**src/rtl/scl_timing_pkg.sv**
```systemverilog
package scl_timing_pkg;

  // Speed selector codes
  localparam logic [1:0] SPD_STD  = 2'd1;
  localparam logic [1:0] SPD_FAST = 2'd2;

  typedef enum logic {
    PH_HIGH = 1'b0,
    PH_LOW  = 1'b1
  } scl_phase_t;

  // Pair index used by the count selector
  localparam int unsigned PAIR_STD  = 0;
  localparam int unsigned PAIR_FAST = 1;
  localparam int unsigned NUM_PAIRS = 2;

endpackage

```
**src/rtl/scl_cfg_sel.sv**
```systemverilog
module scl_cfg_sel
  import scl_timing_pkg::*;
#(
  parameter int unsigned CNT_W = 16
) (
  input  logic             clk,
  input  logic             rst_n,
  input  logic [1:0]       speed_sel,
  input  logic [CNT_W-1:0] std_hi_cnt,
  input  logic [CNT_W-1:0] std_lo_cnt,
  input  logic [CNT_W-1:0] fast_hi_cnt,
  input  logic [CNT_W-1:0] fast_lo_cnt,
  input  logic [CNT_W-1:0] sda_hold_cnt,
  input  logic [CNT_W-1:0] sda_setup_cnt,
  output logic [CNT_W:0]   hi_len,
  output logic [CNT_W:0]   lo_len,
  output logic [CNT_W-1:0] hold_eff
);

  localparam int unsigned LW = CNT_W + 1;

  logic [CNT_W-1:0] raw_hi [NUM_PAIRS];
  logic [CNT_W-1:0] raw_lo [NUM_PAIRS];
  logic [CNT_W-1:0] cl_hi  [NUM_PAIRS];
  logic [CNT_W-1:0] cl_lo  [NUM_PAIRS];

  assign raw_hi[PAIR_STD]  = std_hi_cnt;
  assign raw_lo[PAIR_STD]  = std_lo_cnt;
  assign raw_hi[PAIR_FAST] = fast_hi_cnt;
  assign raw_lo[PAIR_FAST] = fast_lo_cnt;

  // Zero durations are promoted to one clock
  for (genvar g = 0; g < NUM_PAIRS; g++) begin : g_clamp
    always_comb begin
      cl_hi[g] = (raw_hi[g] == '0) ? CNT_W'(1) : raw_hi[g];
      cl_lo[g] = (raw_lo[g] == '0) ? CNT_W'(1) : raw_lo[g];
    end
  end

  logic             use_fast;
  logic [CNT_W-1:0] hi_sel;
  logic [CNT_W-1:0] lo_sel;
  logic [LW-1:0]    need_lo;

  always_comb begin
    use_fast = (speed_sel == SPD_FAST);
    hi_sel   = use_fast ? cl_hi[PAIR_FAST] : cl_hi[PAIR_STD];
    lo_sel   = use_fast ? cl_lo[PAIR_FAST] : cl_lo[PAIR_STD];
    // Hold may not reach the end of the low phase
    if (sda_hold_cnt >= lo_sel) begin
      hold_eff = lo_sel - CNT_W'(1);
    end else begin
      hold_eff = sda_hold_cnt;
    end
    // Setup stretch computed one bit wider than the counts
    need_lo = {1'b0, hold_eff} + {1'b0, sda_setup_cnt};
    lo_len  = (need_lo > {1'b0, lo_sel}) ? need_lo : {1'b0, lo_sel};
    hi_len  = {1'b0, hi_sel};
  end


  hold_inside_low_chk: assert property (@(posedge clk) disable iff (!rst_n)
    lo_len > {1'b0, hold_eff});


  setup_gap_chk: assert property (@(posedge clk) disable iff (!rst_n)
    (lo_len - {1'b0, hold_eff}) >= {1'b0, sda_setup_cnt});


  nonzero_len_chk: assert property (@(posedge clk) disable iff (!rst_n)
    (hi_len != '0) && (lo_len != '0));

endmodule

```
**src/rtl/scl_phase_ctr.sv**
```systemverilog
module scl_phase_ctr
  import scl_timing_pkg::*;
#(
  parameter int unsigned CNT_W = 16
) (
  input  logic             clk,
  input  logic             rst_n,
  input  logic             en,
  input  logic [CNT_W:0]   hi_len,
  input  logic [CNT_W:0]   lo_len,
  input  logic [CNT_W-1:0] hold_eff,
  output logic             scl,
  output logic             sda_upd,
  output logic             rise,
  output logic             fall
);

  localparam int unsigned LW = CNT_W + 1;

  scl_phase_t       phase_q, phase_d;
  logic [LW-1:0]    cnt_q,   cnt_d;
  logic [LW-1:0]    term_q,  term_d;
  logic [CNT_W-1:0] hold_q,  hold_d;
  logic             rise_q,  rise_d;
  logic             fall_q,  fall_d;
  logic             at_term;
  logic             cnt_ld;

  // Next-state logic
  always_comb begin
    phase_d = phase_q;
    cnt_d   = cnt_q;
    term_d  = term_q;
    hold_d  = hold_q;
    rise_d  = 1'b0;
    fall_d  = 1'b0;
    at_term = (cnt_q == term_q);
    cnt_ld  = 1'b1;
    if (!en) begin
      // Parked: SCL high, counters cleared, next high phase pre-loaded
      phase_d = PH_HIGH;
      cnt_d   = '0;
      term_d  = hi_len - LW'(1);
      hold_d  = '0;
    end else if (at_term) begin
      cnt_d = '0;
      if (phase_q == PH_HIGH) begin
        phase_d = PH_LOW;
        term_d  = lo_len - LW'(1);
        hold_d  = hold_eff;
        fall_d  = 1'b1;
      end else begin
        phase_d = PH_HIGH;
        term_d  = hi_len - LW'(1);
        rise_d  = 1'b1;
      end
    end else begin
      cnt_d = cnt_q + LW'(1);
    end
  end

  // State registers
  always_ff @(posedge clk or negedge rst_n) begin
    if (!rst_n) begin
      phase_q <= PH_HIGH;
      cnt_q   <= '0;
      term_q  <= '0;
      hold_q  <= '0;
      rise_q  <= 1'b0;
      fall_q  <= 1'b0;
    end else if (cnt_ld) begin
      phase_q <= phase_d;
      cnt_q   <= cnt_d;
      term_q  <= term_d;
      hold_q  <= hold_d;
      rise_q  <= rise_d;
      fall_q  <= fall_d;
    end
  end

  assign scl     = (phase_q == PH_HIGH);
  assign rise    = rise_q;
  assign fall    = fall_q;
  assign sda_upd = (phase_q == PH_LOW) && (cnt_q == {1'b0, hold_q});


  rise_marks_edge_chk: assert property (@(posedge clk) disable iff (!rst_n)
    rise_q |-> (scl && !$past(scl)));


  fall_marks_edge_chk: assert property (@(posedge clk) disable iff (!rst_n)
    fall_q |-> (!scl && $past(scl)));


  pulses_exclusive_chk: assert property (@(posedge clk) disable iff (!rst_n)
    $onehot0({rise_q, fall_q}));


  parked_idle_chk: assert property (@(posedge clk) disable iff (!rst_n)
    !en |=> (scl && !rise_q && !fall_q && !sda_upd));


  strobe_in_low_chk: assert property (@(posedge clk) disable iff (!rst_n)
    sda_upd |-> !scl);

endmodule

```
**src/rtl/scl_timing_gen.sv**
```systemverilog
module scl_timing_gen
  import scl_timing_pkg::*;
#(
  parameter int unsigned CNT_W = 16
) (
  input  logic             clk,
  input  logic             rst_n,
  input  logic             enable,
  input  logic [1:0]       speed_sel,
  input  logic [CNT_W-1:0] std_hi_cnt,
  input  logic [CNT_W-1:0] std_lo_cnt,
  input  logic [CNT_W-1:0] fast_hi_cnt,
  input  logic [CNT_W-1:0] fast_lo_cnt,
  input  logic [CNT_W-1:0] sda_hold_cnt,
  input  logic [CNT_W-1:0] sda_setup_cnt,
  output logic             scl_o,
  output logic             sda_upd_o,
  output logic             scl_rise_o,
  output logic             scl_fall_o
);

  logic [CNT_W:0]   hi_len;
  logic [CNT_W:0]   lo_len;
  logic [CNT_W-1:0] hold_eff;

  scl_cfg_sel #(.CNT_W(CNT_W)) u_cfg (
    .clk           (clk),
    .rst_n         (rst_n),
    .speed_sel     (speed_sel),
    .std_hi_cnt    (std_hi_cnt),
    .std_lo_cnt    (std_lo_cnt),
    .fast_hi_cnt   (fast_hi_cnt),
    .fast_lo_cnt   (fast_lo_cnt),
    .sda_hold_cnt  (sda_hold_cnt),
    .sda_setup_cnt (sda_setup_cnt),
    .hi_len        (hi_len),
    .lo_len        (lo_len),
    .hold_eff      (hold_eff)
  );

  scl_phase_ctr #(.CNT_W(CNT_W)) u_ctr (
    .clk      (clk),
    .rst_n    (rst_n),
    .en       (enable),
    .hi_len   (hi_len),
    .lo_len   (lo_len),
    .hold_eff (hold_eff),
    .scl      (scl_o),
    .sda_upd  (sda_upd_o),
    .rise     (scl_rise_o),
    .fall     (scl_fall_o)
  );

endmodule

```
**config.mk**
```make
export PLATFORM = sky130hd
export DESIGN_NAME = scl_timing_gen
export DESIGN_NICKNAME = d
export VERILOG_FILES = /design/src/rtl/scl_timing_pkg.sv /design/src/rtl/scl_cfg_sel.sv /design/src/rtl/scl_phase_ctr.sv /design/src/rtl/scl_timing_gen.sv
export SDC_FILE = /design/constraint.sdc
export NUM_CORES = 1
export LEC_CHECK = 0
export ABC_AREA = 1
export ABC_CLOCK_PERIOD_IN_PS = 3500
export BUFFER_PORTS_ARGS = -buffer_cell sky130_fd_sc_hd__buf_4
export CAP_MARGIN = 10
export CORE_ASPECT_RATIO = 1.25
export CORE_MARGIN = 5
export CORE_UTILIZATION = 25
export CTS_CLUSTER_SIZE = 16
export DETAILED_ROUTE_END_ITERATION = 16
export PLACE_DENSITY = 0.54
export SLEW_MARGIN = 20
export SYNTH_ARGS = -nofsm -noshare
export SYNTH_HDL_FRONTEND = slang
export SYNTH_SLANG_ARGS = --single-unit
export TNS_END_PERCENT = 10
```
**constraint.sdc**
```tcl
create_clock -name clk -period 3.5 [get_ports clk]
set_input_delay 0.525 -clock clk [delete_from_list [all_inputs] [get_ports clk]]
set_output_delay 0.525 -clock clk [all_outputs]
set_load 0.01 [all_outputs]
```
==> results.cfg, run 1 <==
[outcome]
status = finished with violations
violations = negative setup slack

[sta]
rsz0062_at_grt = true
holdWs_ps = 259
final_hold_viol_count = 0
setup_ws_ps = -2470
slew_headroom_pct = 51.6
setup_tns_ps = -39600
maxSlewViolCount = 0
finalClockSkew_ps = 10.1
max_freq_mhz = 168
post-route-min-period_ps = 5970
fin_crit_sh_pct = 171
worstMarginPinSlew_ps = 726
setup_viol_count_final = 17

[final_layout]
utilization_pct = 39.3
register_area_sq_um = 1330
nets = 1418
drive_gt1_share_pct = 39.6
multi_input_area_sq_um = 5070
antenna_cells = 0
fillers = 2650
syn2layout_area_growth_pct = 55.5

[floorplanning]
fp.dieArea_sq_um = 28900
placementRows = 65
ios = 105
die_x_um = 153
start_util_pct = 25.3
die_h_um = 189
core_sq_um = 25300

[placement]
place.gp.congestion = 0.912
hpwl_um = 19700
io_buffers = 104

[synthesis]
netlist_instances = 982
ys_seq_elements = 53
ys_async_sr_fraction_pct = 100
syn_area_sq_um = 6400
ys_types = 54
synth_edf_count = 0
syn_area_per_cell_sq_um = 6.52
synthFlopType = dfrtp_1
yosys_warnings = 0
yosysSeqAreaShare_pct = 20.7
syn_nets = 1132

[setup_path]
cp.required_ps = 3690
path_common_cell = nand2_2
crit_type = primary input to flop
end_kind = flop
start_kind = primary input
crit_slowest_cell = fa_2
crit_path_max_fanout = 8
worstPathArrival_ps = 6160
critPathMaxStageDelay_ps = 320

[clock_tree]
clockBufferDepth = 2
cts_root_buf = clkbuf_16
cts_inserted_buffers = 5
cts.sinks = 53
clkTransAtPathRegs_ps = 80
clk_latency_ps = 300
htreeDepth = 2
hold_buffers = 0
cts_tree = yes

[pwr]
p_sw_mw = 2.06
power.share.combinational_pct = 72.5
vdd_drop_max_mv = 0.212
clkPwrFrac_pct = 11.5
p_int_mw = 2.49
p_sw_share_pct = 45.3
p_leak_nw = 4.99
seqPwrFrac_pct = 16.0
power_per_cell_area_nw_per_um2 = 457

[global_routing]
grt_pass1_wl_um = 36500
grt_use_total_pct = 15.5
grt_max_degree = 54
overflow = 0
grt_pass1_vias = 7182
antenna_found_initial = 0

[detailed_routing]
drt_wl_total_um = 23600
wl_per_cell_um = 14.7
first_iter_violations = 396
dr.pass1.iters = 5
drc = 0
vias = 7270
vias_per_cell = 4.53
final_antenna_net_count = 0

[worst_hold_path]
min_path_type = primary input to async pin

[run]
cap_viol_max_count = 0
-- power by group through the flow --
stage	Sequential, mW	Clock [mW]	Combinational (mW)
after floorplan	0.714	0	1.56
after global placement	0.737	0	2.65
after detailed placement	0.738	0	2.67
after CTS	0.726	0.533	3.07
after global routing	0.731	0.553	3.61
final	0.726	0.523	3.29
-- synthesized netlist by cell type (5+ instances only) --
cell      instances  area (sq um)
nor4_1           12          75.1
a21oi_1          37           185
xor2_1           31           272
inv_1           154           578
a21oi_2           7          61.3
nor2_2            5          31.3
nor3_1           15          75.1
buf_6             5          56.3
nand2_4           9           101
nand3_1          53           265
o21ai_1          25           125
buf_2             6          30.0
nand2_1         222           833
nor2_4            6          67.6
o21a_1            7          52.6
a31oi_1           8          50.1
xnor2_1          12           105
dfrtp_1          53          1330
o22ai_1          18           113
inv_2             9          33.8
o21ai_2           6          52.6
nor2_1           88           330
clkbuf_1         11          41.3
o21ai_0          46           230
nand2_2          15          93.8
nand3b_1          5          37.5
ha_1             48           601
nand4_1          25           156
-- kinds of logic after synthesis --
logic type | after synthesis | synth area share (%)
adders and majority gates | 49 | 9.70
xor gates and xnor gates | 43 | 5.88
AOI/OAI and AO/OA | 173 | 16.1
buffers and inverters | 189 | 11.9
and+or+nand+nor | 471 | 35.0
muxes | 4 | 0.645
DFF | 53 | 20.7
-- flip-flops by register name, indices dropped and copies added, names as in the netlist --
name           cells
u_ctr.hold_q      16
u_ctr.term_q      17
u_ctr.cnt_q       17
u_ctr.phase_q      1
u_ctr.fall         1
u_ctr.rise         1
-- metrics by stage --
stage | worst slack, ps | instances | total power [mW] | instance area [sq um]
after floorplan | -2530 | 982 | 2.28 | 6510
after global placement | -3130 | 1572 | 3.39 | 8890
after detailed placement | -3170 | 1572 | 3.41 | 8890
after CTS | -2430 | 1596 | 4.33 | 9530
after global routing | -2770 | 1604 | 4.89 | 9950
final | -2470 | 1604 | 4.54 | 9950
-- path summary, 6_finish.rpt --
check / from / cells after the start / slack, ps / to
worst max-delay path: fast_lo_cnt[11] / 45 / -2470 / u_ctr.term_q[5]
worst min-delay path: rst_n / 1 / 260 / u_ctr.cnt_q[12]
worst max register to register: u_ctr.cnt_q[0] / 19 / 910 / u_ctr.cnt_q[16]
worst min register to register: u_ctr.term_q[13] / 2 / 520 / u_ctr.term_q[13]
max in group asynchronous: rst_n / 1 / 2780 / u_ctr.term_q[12]
min in group clk: enable / 3 / 460 / u_ctr.rise
-- worst max-delay path: cells and delay by family --
family / cells / cell delay [ps]
xor+xnor: 1 / 190
simple gates: 25 / 2720
fa+ha+maj: 4 / 990
buf+inv: 8 / 800
compound gates: 7 / 920
-- cell usage in the layout (no fill, tap or decap), drive strengths merged, types with 3 or more instances in the layout --
master  netlist  final
nor3         17     17
xor2         31     31
dfrtp        53     53
a21o          4      4
nor4         13     13
nand4        25     25
nor2        101    101
xnor2        12     12
o22ai        18     18
o21a          7      7
nand3b        5      5
a221oi        3      3
clkbuf       12      5
nand3        57     57
nand2       246    248
buf          13    302
mux2i         3      3
o21ai        77     77
inv         163    165
ha           48     48
a21oi        44     44
a31oi         8      8
or2           3      3
-- layer usage --
metal / part of all wire, % / vias up / wire length (um) / global-route usage (%)
met5: 0 / - / 0 / 0
met1: 39 / 3319 / 9310 / 17.5
li1: - / 3785 / - / -
met2: 54 / 123 / 12800 / 30.0
met4: 4.0 / 0 / 937 / 5.55
met3: 2.7 / 43 / 627 / 1.42
-- layout make-up --
type	instances	share of cell area (%)
well taps	335	4.21
flip-flops and latches	53	13.3
repair buffers	302	23.7
inverters	164	6.21
clock buffers	5	1.26
multi-input cells	742	51.0
clock inverters	3	0.289
-- repair_timing --
action	CTS	global route
resized for setup	83	80
buffers inserted	13	9
gates cloned	3	0
setup endpoints to repair	17	17
pin swaps	49	61
Note: power is estimated with default switching activity, not from simulation.
==> run 2: changes to the inputs <==
--- a/config.mk
+++ b/config.mk
@@ -8,3 +8,2 @@
 export ABC_AREA = 1
-export ABC_CLOCK_PERIOD_IN_PS = 3500
 export BUFFER_PORTS_ARGS = -buffer_cell sky130_fd_sc_hd__buf_4
==> constraint.sdc (replaced) <==
create_clock -name clk -period 3.5 [get_ports clk]
set_input_delay 0.35 -clock clk [delete_from_list [all_inputs] [get_ports clk]]
set_output_delay 0.35 -clock clk [all_outputs]
set_load 0.01 [all_outputs]
==> results.cfg, run 2 (synthesis results as in run 1) <==
[final_layout]
utilization_pct = 38.8
register_area_sq_um = 1330
fillers = 2689
layout_common_cells = buf_4 (282), nand2_1 (199), inv_1 (144)
antenna_cells = 0
stdcell_count = 1602
nets = 1416
syn2layout_area_growth_pct = 53.2
layout_commonest_cell = buf_4
drive_gt1_share_pct = 38.2
largestRegisters = u_ctr.cnt_q: 17 flops, u_ctr.term_q: 17 flops, u_ctr.hold_q: 16 flops
multi_input_area_sq_um = 4900

[setup_path]
crit_slowest_cell = fa_2
path_buf_inv = 8
path_common_cell = nand2_1
end_kind = flop
worstPathArrival_ps = 5900
crit_family = simple AND/OR/NAND/NOR gates
cp.required_ps = 3730
crit_type = primary input to flop
start_kind = primary input
crit_path_max_fanout = 5
critPathMaxStageDelay_ps = 370

[global_routing]
grt_pass1_vias = 7417
grt_max_degree = 54
grt_use_total_pct = 15.7
overflow = 0
grt_pass1_wl_um = 37100
antenna_found_initial = 0

[placement]
io_buffers = 104
pre_cts_ws_ps = -2970
place_inst = 1572
hpwl_um = 19800
place.gp.congestion = 0.934

[clock_tree]
htreeDepth = 2
cts_tree = yes
cts_root_buf = clkbuf_16
cts.sinks = 53
clockBufferDepth = 2
clkTransAtPathRegs_ps = 80
cts_inserted_buffers = 5
clk_latency_ps = 300

[sta]
setup_ws_ps = -2170
setup_viol_count_final = 17
finalClockSkew_ps = 10.9
maxSlewViolCount = 0
final_hold_viol_count = 0
worstMarginPinSlew_ps = 740
setup_tns_ps = -35760
rsz0062_at_grt = true
slew_headroom_pct = 50.6
fin_crit_sh_pct = 162
max_freq_mhz = 176
post-route-min-period_ps = 5670

[worst_hold_path]
min_path_type = primary input to async pin

[floorplanning]
die_h_um = 189
ios = 105
fp.dieArea_sq_um = 28900
die_x_um = 153
placementRows = 65
start_util_pct = 25.3
core_sq_um = 25300

[pwr]
p_leak_nw = 4.97
power_per_cell_area_nw_per_um2 = 453
vdd_drop_max_mv = 0.215

[outcome]
violations = negative setup slack
status = finished with violations

[run]
cap_viol_max_count = 0

[detailed_routing]
vias_per_cell = 4.59
final_antenna_net_count = 0
wl_per_cell_um = 14.7
drc = 0
drt_wl_total_um = 23500
dr.pass1.iters = 5
vias = 7360
first_iter_violations = 363
-- run 2: cell types whose count changed in the layout (fill, tap and decap cells not counted), moves of 4 or more --
cell | before | now
nor2_1 | 65 | 73
ha_1 | 34 | 38
nor2_2 | 19 | 14
nand2_4 | 24 | 16
nand2_2 | 27 | 32
buf_4 | 287 | 282
-- run 2: repair_timing --
item	4_1_cts	5_1_grt
pin swaps	59	34
endpoints found under the hold margin	0	0
buffers inserted	9	8
setup endpoints to repair	17	17
resized for setup	104	31
hold buffers	0	0
gates cloned	5	0
-- run 2: worst paths after layout --
| path | startpoint | end | slack (ps) | cells past startpoint |
|---|---|---|---|---|
| setup / recovery | fast_lo_cnt[14] | u_ctr.term_q[16] | -2170 | 46 |
| hold / removal | rst_n | u_ctr.hold_q[15] | 80 | 1 |
| setup reg to reg | u_ctr.cnt_q[0] | u_ctr.cnt_q[16] | 910 | 19 |
| hold reg to reg | u_ctr.term_q[13] | u_ctr.term_q[13] | 510 | 2 |
| max in group asynchronous | rst_n | u_ctr.term_q[2] | 2950 | 1 |
| min in group clk | enable | u_ctr.rise | 280 | 3 |
-- run 2: layer usage --
layer	global-route usage, %	wire length [um]
met1	17.9	9330
met2	30.8	12800
met3	1.14	600
met4	4.87	747
met5	0	0
-- run 2: cell type report --
cell class              count  area share, %
multi-input cells         743           49.9
repair buffers            299           24.4
flip-flops and latches     53           13.5
inverters                 164           6.30
well taps                 335           4.27
clock buffers               5           1.28
clock inverters             3          0.344
-- run 2: power by group --
group	switching, mW	total [mW]	internal, mW
clock	0.255	0.530	0.275
sequential	0.0571	0.726	0.669
combinational	1.68	3.19	1.51
-- run 2: stage by stage --
step	cell area [sq um]	power, mW	hold WS (ps)
after floorplan	6510	2.28	54.4
after global placement	8890	3.40	449
after detailed placement	8890	3.41	445
after CTS	9600	4.33	114
after global routing	9810	4.78	140
final	9810	4.44	76.0
==> run 3: changes to the inputs <==
--- a/config.mk
+++ b/config.mk
@@ -16,2 +16,3 @@
 export PLACE_DENSITY = 0.54
+export RECOVER_POWER = 25
 export SLEW_MARGIN = 20
==> constraint.sdc (replaced) <==
create_clock -name clk -period 3.5 [get_ports clk]
set_input_delay 0.7 -clock clk [delete_from_list [all_inputs] [get_ports clk]]
set_output_delay 0.7 -clock clk [all_outputs]
set_load 0.01 [all_outputs]
==> results.cfg, run 3 (synthesis results as in run 1) <==
[floorplanning]
placementRows = 65
ios = 105
die_h_um = 189
fp.dieArea_sq_um = 28900
die_x_um = 153
start_util_pct = 25.3
core_sq_um = 25300

[pwr]
power_per_cell_area_nw_per_um2 = 467
vdd_drop_max_mv = 0.243
power.total_mw = 4.64
p_leak_nw = 5.00

[detailed_routing]
wl_per_cell_um = 14.7
dr.pass1.iters = 5
final_antenna_net_count = 0
first_iter_violations = 356
vias = 7344
drc = 0
drt_wl_total_um = 23700
vias_per_cell = 4.56

[sta]
fin_crit_sh_pct = 175
slew_headroom_pct = 9.82
maxSlewViolCount = 0
setup_viol_count_final = 17
rsz0062_at_grt = true
finalClockSkew_ps = 6.47
worstMarginPinSlew_ps = 1350
final_hold_viol_count = 0
max_freq_mhz = 164
post-route-min-period_ps = 6120
setup_ws_ps = -2620

[run]
cap_viol_max_count = 0

[setup_path]
worstPathArrival_ps = 6290
end_kind = flop
critPathMaxStageDelay_ps = 320
path_buf_inv = 11
crit_family = simple AND/OR/NAND/NOR gates
crit_type = primary input to flop
start_kind = primary input
reg2reg_slack_ps = 840
path_common_cell = buf_4
crit_slowest_cell = o31a_1
cp.required_ps = 3670
crit_path_max_fanout = 6

[global_routing]
grt_pass1_wl_um = 37200
grt_use_total_pct = 15.7
grt_max_degree = 54
grt_pass1_vias = 7475
antenna_found_initial = 0
overflow = 0

[worst_hold_path]
min_path_type = flop to flop

[clock_tree]
hold_buffers = 0
cts.sinks = 53
cts_inserted_buffers = 5
cts_root_buf = clkbuf_16
cts_tree = yes
htreeDepth = 2
clockBufferDepth = 2
clk_latency_ps = 300
clkTransAtPathRegs_ps = 70

[final_layout]
largestRegisters = u_ctr.cnt_q: 17 flops, u_ctr.term_q: 17 flops, u_ctr.hold_q: 16 flops
stdcell_count = 1611
layout_commonest_cell = buf_4
syn2layout_area_growth_pct = 55.4
layout_common_cells = buf_4 (298), nand2_1 (195), inv_1 (145)
drive_gt1_share_pct = 39.2
utilization_pct = 39.3
nets = 1425
design_area_sq_um = 9950
antenna_cells = 0

[placement]
place.gp.congestion = 0.925
place_inst = 1577
io_buffers = 104
hpwl_um = 19700
pre_cts_ws_ps = -3390
place_area_sq_um = 8930

[outcome]
status = finished with violations
violations = negative setup slack
run 3: worst paths after layout:
| path | from | endpoint | cells after the start |
|---|---|---|---|
| worst min-delay path | u_ctr.term_q[13] | u_ctr.term_q[13] | 2 |
| min in group asynchronous | rst_n | u_ctr.cnt_q[12] | 1 |
| max in group asynchronous | rst_n | u_ctr.term_q[6] | 1 |
| worst min register to register | u_ctr.term_q[13] | u_ctr.term_q[13] | 2 |
| worst max register to register | u_ctr.cnt_q[0] | u_ctr.cnt_q[16] | 19 |
| worst max-delay path | fast_lo_cnt[11] | u_ctr.term_q[9] | 45 |
run 3: tightest hold or removal path, delay by kind of cell (launching register included):
kind             cells  cell delay, ps
and+or+nand+nor      2             110
DFF                  1             360
run 3: power by group:
part | leakage (nW) | internal (mW) | switching (mW)
clock network | 0.0859 | 0.344 | 0.240
logic | 4.21 | 1.60 | 1.74
registers | 0.702 | 0.669 | 0.0561
run 3: final cells by class:
type	instances	area, sq um
Fill cell	2649	15300
Multi-Input combinational cell	742	5000
Timing Repair Buffer	309	2410
Sequential cell	53	1330
Inverter	164	618
Tap cell	335	419
Clock buffer	5	125
Clock inverter	3	50.0
run 3: metrics by stage:
step	hold slack (ps)	setup TNS, ps
CTS	469	-44340
finish	501	-42990
global route	548	-50310
floorplan	404	-43430
global placement	491	-54370
detailed placement	486	-56510
run 3: layer usage:
layer	vias up	GRT usage (%)	routed length (um)
met5	-	0	0
met3	47	1.39	544
li1	3797	-	-
met1	3383	17.7	9480
met2	117	30.0	12700
met4	0	6.38	982
run 3: what timing repair did:
| item | CTS | global route |
|---|---|---|
| resized for setup | 82 | 52 |
| pin swaps | 46 | 46 |
| setup endpoints to repair | 17 | 17 |
| buffers inserted | 14 | 10 |
| gates cloned | 3 | 0 |
